`config.mk`:
```
export PLATFORM = sky130hd
export DESIGN_NAME = dali_bwd_tx
export DESIGN_NICKNAME = d
export VERILOG_FILES = /design/src/rtl/dali_bwd_tx.sv
export SDC_FILE = /design/constraint.sdc
export NUM_CORES = 1
export LEC_CHECK = 0
export ABC_AREA = 1
export BUFFER_PORTS_ARGS = -buffer_cell sky130_fd_sc_hd__buf_2
export CAP_MARGIN = 20
export CORE_ASPECT_RATIO = 0.9
export CORE_MARGIN = 3
export CORE_UTILIZATION = 45
export CTS_CLUSTER_DIAMETER = 40
export DETAILED_ROUTE_END_ITERATION = 8
export PLACE_DENSITY = 0.76
export SYNTH_ARGS = -nofsm -noshare
export SYNTH_HDL_FRONTEND = slang
export SYNTH_SLANG_ARGS = --single-unit
```
`constraint.sdc`:
```
create_clock -name clk -period 1.5 [get_ports clk]
set_clock_uncertainty 0.05 [all_clocks]
set_input_delay 0.3 -clock clk [delete_from_list [all_inputs] [get_ports clk]]
set_output_delay 0.3 -clock clk [all_outputs]
set_load 0.01 [all_outputs]
```
`src/rtl/dali_bwd_tx.sv`:
```
module dali_bwd_tx #(
  parameter int DIV_W  = 8,
  parameter int DATA_W = 8
) (
  input  logic              clk,
  input  logic              rst_n,
  input  logic [DIV_W-1:0]  div_n,
  input  logic [DATA_W-1:0] tx_data,
  input  logic              ctl_we,
  input  logic              ctl_dir,
  input  logic              ctl_arm,
  output logic              line_o,
  output logic              done_flag_o
);
  localparam int CW      = DIV_W + 4;
  localparam int CODED   = 2 * (DATA_W + 1);
  localparam int HALVES  = CODED + 4;
  localparam int HW      = $clog2(HALVES);

  typedef enum logic [1:0] {S_RX, S_TX, S_HOLD} st_t;

  st_t             st;
  logic [CW-1:0]   cnt;
  logic [HW-1:0]   half_idx;
  logic [DATA_W:0] sh;

  logic busy, tick, arm_wr, in_coded;

  assign busy     = (st == S_TX);
  assign tick     = busy && (cnt == {div_n, 4'hF});
  assign arm_wr   = ctl_we && ctl_arm;
  assign in_coded = (half_idx < HW'(CODED));
  assign line_o   = (busy && in_coded) ? (sh[DATA_W] ^ ~half_idx[0]) : 1'b1;

  always_ff @(posedge clk or negedge rst_n) begin
    if (!rst_n) begin
      st          <= S_RX;
      cnt         <= '0;
      half_idx    <= '0;
      sh          <= '0;
      done_flag_o <= 1'b0;
    end else if (busy) begin
      if (tick) begin
        cnt <= '0;
        if (half_idx == HW'(HALVES - 1)) begin
          st          <= S_HOLD;
          done_flag_o <= 1'b1;
        end else begin
          half_idx <= half_idx + 1'b1;
          if (half_idx[0] && in_coded)
            sh <= {sh[DATA_W-1:0], 1'b0};
        end
      end else begin
        cnt <= cnt + 1'b1;
      end
    end else if (arm_wr) begin
      done_flag_o <= 1'b0;
      if (ctl_dir) begin
        st       <= S_TX;
        sh       <= {1'b1, tx_data};
        cnt      <= '0;
        half_idx <= '0;
      end else begin
        st <= S_RX;
      end
    end
  end
endmodule


```
==> run summary <==
After detailed routing, the number of vias per cell comes to 5.09. Setup violations remaining at the end of the flow were counted as 29. Path category of the worst min-delay check: in -> reg. The detail-routed net length per standard cell works out to 14.0 um. Entering global routing, the biggest net connects 29 pins.

Clock-pin slew was measured on the worst setup and hold paths at 100 ps. The die is 63.2 um tall. From synthesis to final layout, the design area changed by 43.8%.

The count of cell types in the netlist was 26. After layout, the worst path uses 118% of the clock period. Sequential element share of the synthesized area: 42.8%. Traced cell by cell, the critical path runs through ha_2 > nand2_4 > nor2_4 > nand3_2 > nor2_4 > buf_6 > nand3_4 > nand2_4 > buf_12 > nand3_2 > nand2_1. Across the run, the number of max-cap violations was 0. Clock latency on the worst-skew pair, taken at its later pin, is 280 ps.

The tools report the maximum buffer depth of the clock tree as 2. STA classifies the critical path endpoint as a flop. For this run, the number of Yosys warnings is 0. The buffers plus inverters on the worst setup path came out at 2. For this design, the sink count on the clock tree is 28. Setup repair after global routing could not meet its margin everywhere. For the total leakage power, the log shows 1.19 nW. In the layout the commonest cells are nand2_1 (77), buf_4 (34), dfrtp_1 (28). The number of antenna diodes in the final layout is 0. The logs give 2020 um^2 for the cell area after placement and 218 for the number of cells produced by synthesis.

Total power after layout: 3.59 mW. In this run the tool buffered the top-level ports with 22 buffer cells. STA classifies the critical path startpoint as a flop. Wires add up to 4580 um. Summed over all layers, the global routing overflow is 0.

The post-layout instance count excluding filler cells is 327, and the final critical-path required period is 1770 ps. The number of placed I/O pins is 23. Adding up every negative setup slack in the final design gives -6130 ps. The total of flip-flops plus latches after synthesis works out to 28.

The number of CTS-inserted buffers is 3, and the number of hold-slack violations in the final timing report is 0. Cells with a size suffix above 1 make up 37.1% of the layout. For the final core utilization, the log shows 68.6%. TritonCTS built the clock tree.

The number of nets in the synthesized netlist is 242. The cell area power density came out at 1530 nW/um^2. In this design, the stage delay of the slowest critical-path cell is 370 ps. Across the VDD grid, the largest voltage drop is 0.795 mV.

The headroom to the max-slew limit came out at 58.2%. For the total vias in the final route, the log shows 1,665. Along the worst path, the maximum fanout reaches 6. The kind of cell with the highest combined delay along the critical path is simple AND/OR/NAND/NOR gates.

For this design, the slowest cell found on the critical path is dfrtp_1. Leaving out fill and tap cells, the most frequent cell in the layout is nand2_1. For the max-slew violation count, the log shows 0. The pin slew with the least headroom to its limit was 627 ps.

The endpoint required time on the critical path came out at 1680 ps. Derived from the worst setup path, the maximum achievable clock frequency is 566 MHz. For this run, design rule violations remaining after detail routing come to 0. The die extent in x came out at 69.5 um. Tracing the worst setup path back leads to its startpoint at cnt[1]. After the last flow step, the layout net total stands at 308. The cell area that synthesis handed to floorplanning was 1640 um^2. In this run, placement finished with an instance count of 310. The first-pass GRT wire length is 7310 um, and the half-perimeter wire length after detailed placement is 2650 um. The final-layout fill cell count came out at 253.

Maximum level of the CTS H-tree: 1. The tightest hold path in the finished design has a slack of 273 ps. Once the floorplan was initialized, standard cells occupied 47.7% of the core. The tools report the first-pass detailed-route iteration total as 4. The flow ran to the end, but the final reports show violations. The region available for standard cell placement spans 3430 um^2. The final reports fail on negative setup slack. Routability-driven placement finished with a final weighted congestion of 0.842. The setup path with the least slack is of type reg -> reg.

STA puts the critical path data arrival time at 1940 ps. The die covers 4390 um^2. The startpoint of the most critical register-to-register path is cnt[1]. In this run the mean area of a mapped cell was 7.50 um^2. The count of nets left with antenna violations once routing finished came out at 0.

Row generation in the floorplan step produced 20 rows. For the worst path setup slack after routing, the log shows -267 ps. Buffer type at the clock tree root: clkbuf_8. Global routing used 20.4% of the available tracks across all layers. The total non-filler cell area in the finished layout was 2350 um^2. The startpoint of the tightest hold check path was tx_data[0]. The number of antenna violations at the first check in global routing was 0. Before CTS, the worst setup slack after placement is -120 ps. The iteration-0 DRC count of the detailed router was 92. Via count of the first global-routing pass: 1,614.
-- registers in the layout, summed over array words and instances (netlist names) --
signal	count
st	2
cnt	12
sh	9
half_idx	5
-- final cells by class --
| type | instances | area (um^2) | share of cell area (%) |
|---|---|---|---|
| timing repair buffer | 65 | 484 | 20.6 |
| clock buffer | 4 | 55.1 | 2.34 |
| tap | 44 | 55.1 | 2.34 |
| sequential | 28 | 701 | 29.8 |
| multi-input combinational | 174 | 1010 | 43.0 |
| inverter | 12 | 45.0 | 1.91 |
-- report_power, final --
part	internal [mW]	leakage, nW	total (mW)	switching (mW)
combinational	0.876	0.785	2.01	1.13
clock	0.236	0.0288	0.484	0.249
sequential	0.949	0.372	1.10	0.149
-- worst min-delay path: stages --
cell     delay, ps
buf_2           90
inv_1           40
nor2_1          40
nand3_2         60
nand2_1         40
-- what timing repair did --
action                     CTS  global route
hold endpoints to repair    10             0
hold buffers                 1             0
gates resized for setup     31            11
setup endpoints to repair   28            29
gates cloned                 1             0
buffers inserted             2             9
pin swaps                   17            13
-- layer usage --
layer | wire length (um) | share of wire [%] | global-route usage [%]
met4 | 124 | 2.7 | 5.61
met5 | 0 | 0 | 0
met3 | 204 | 4.5 | 3.19
met2 | 2320 | 51 | 34.6
met1 | 1930 | 42 | 27.1
-- cells in the mapped netlist, drive strengths merged --
cell type | instances | area [um^2]
a21oi | 2 | 13.8
buf | 3 | 23.8
clkbuf | 2 | 7.51
dfrtp | 28 | 701
ha | 3 | 37.5
inv | 12 | 45.0
nand2 | 88 | 343
nand3 | 20 | 100
nand4 | 7 | 43.8
nor2 | 23 | 93.8
nor3 | 3 | 20.0
o21ai | 5 | 25.0
o21bai | 1 | 7.51
o22ai | 3 | 18.8
or2 | 1 | 6.26
xnor2 | 9 | 78.8
xor2 | 8 | 70.1
-- path summary, 6_finish.rpt --
kind	to	slack, ps	cells after the start
setup / recovery	sh[2]	-270	11
max in group asynchronous	cnt[10]	480	2
setup reg to reg	sh[2]	-270	11
min in group asynchronous	cnt[5]	510	2
hold reg to reg	sh[1]	440	2
hold / removal	sh[0]	270	5
-- kinds of logic after synthesis --
group	share of synthesized area [%]
adder cells (fa/ha/maj)	2.30
flip-flops	42.8
buffers and inverters	4.67
AO/OA/AOI/OAI	3.98
AND/OR/NAND/NOR	37.1
XOR/XNOR	9.11
(Power assumes the default switching activity.)
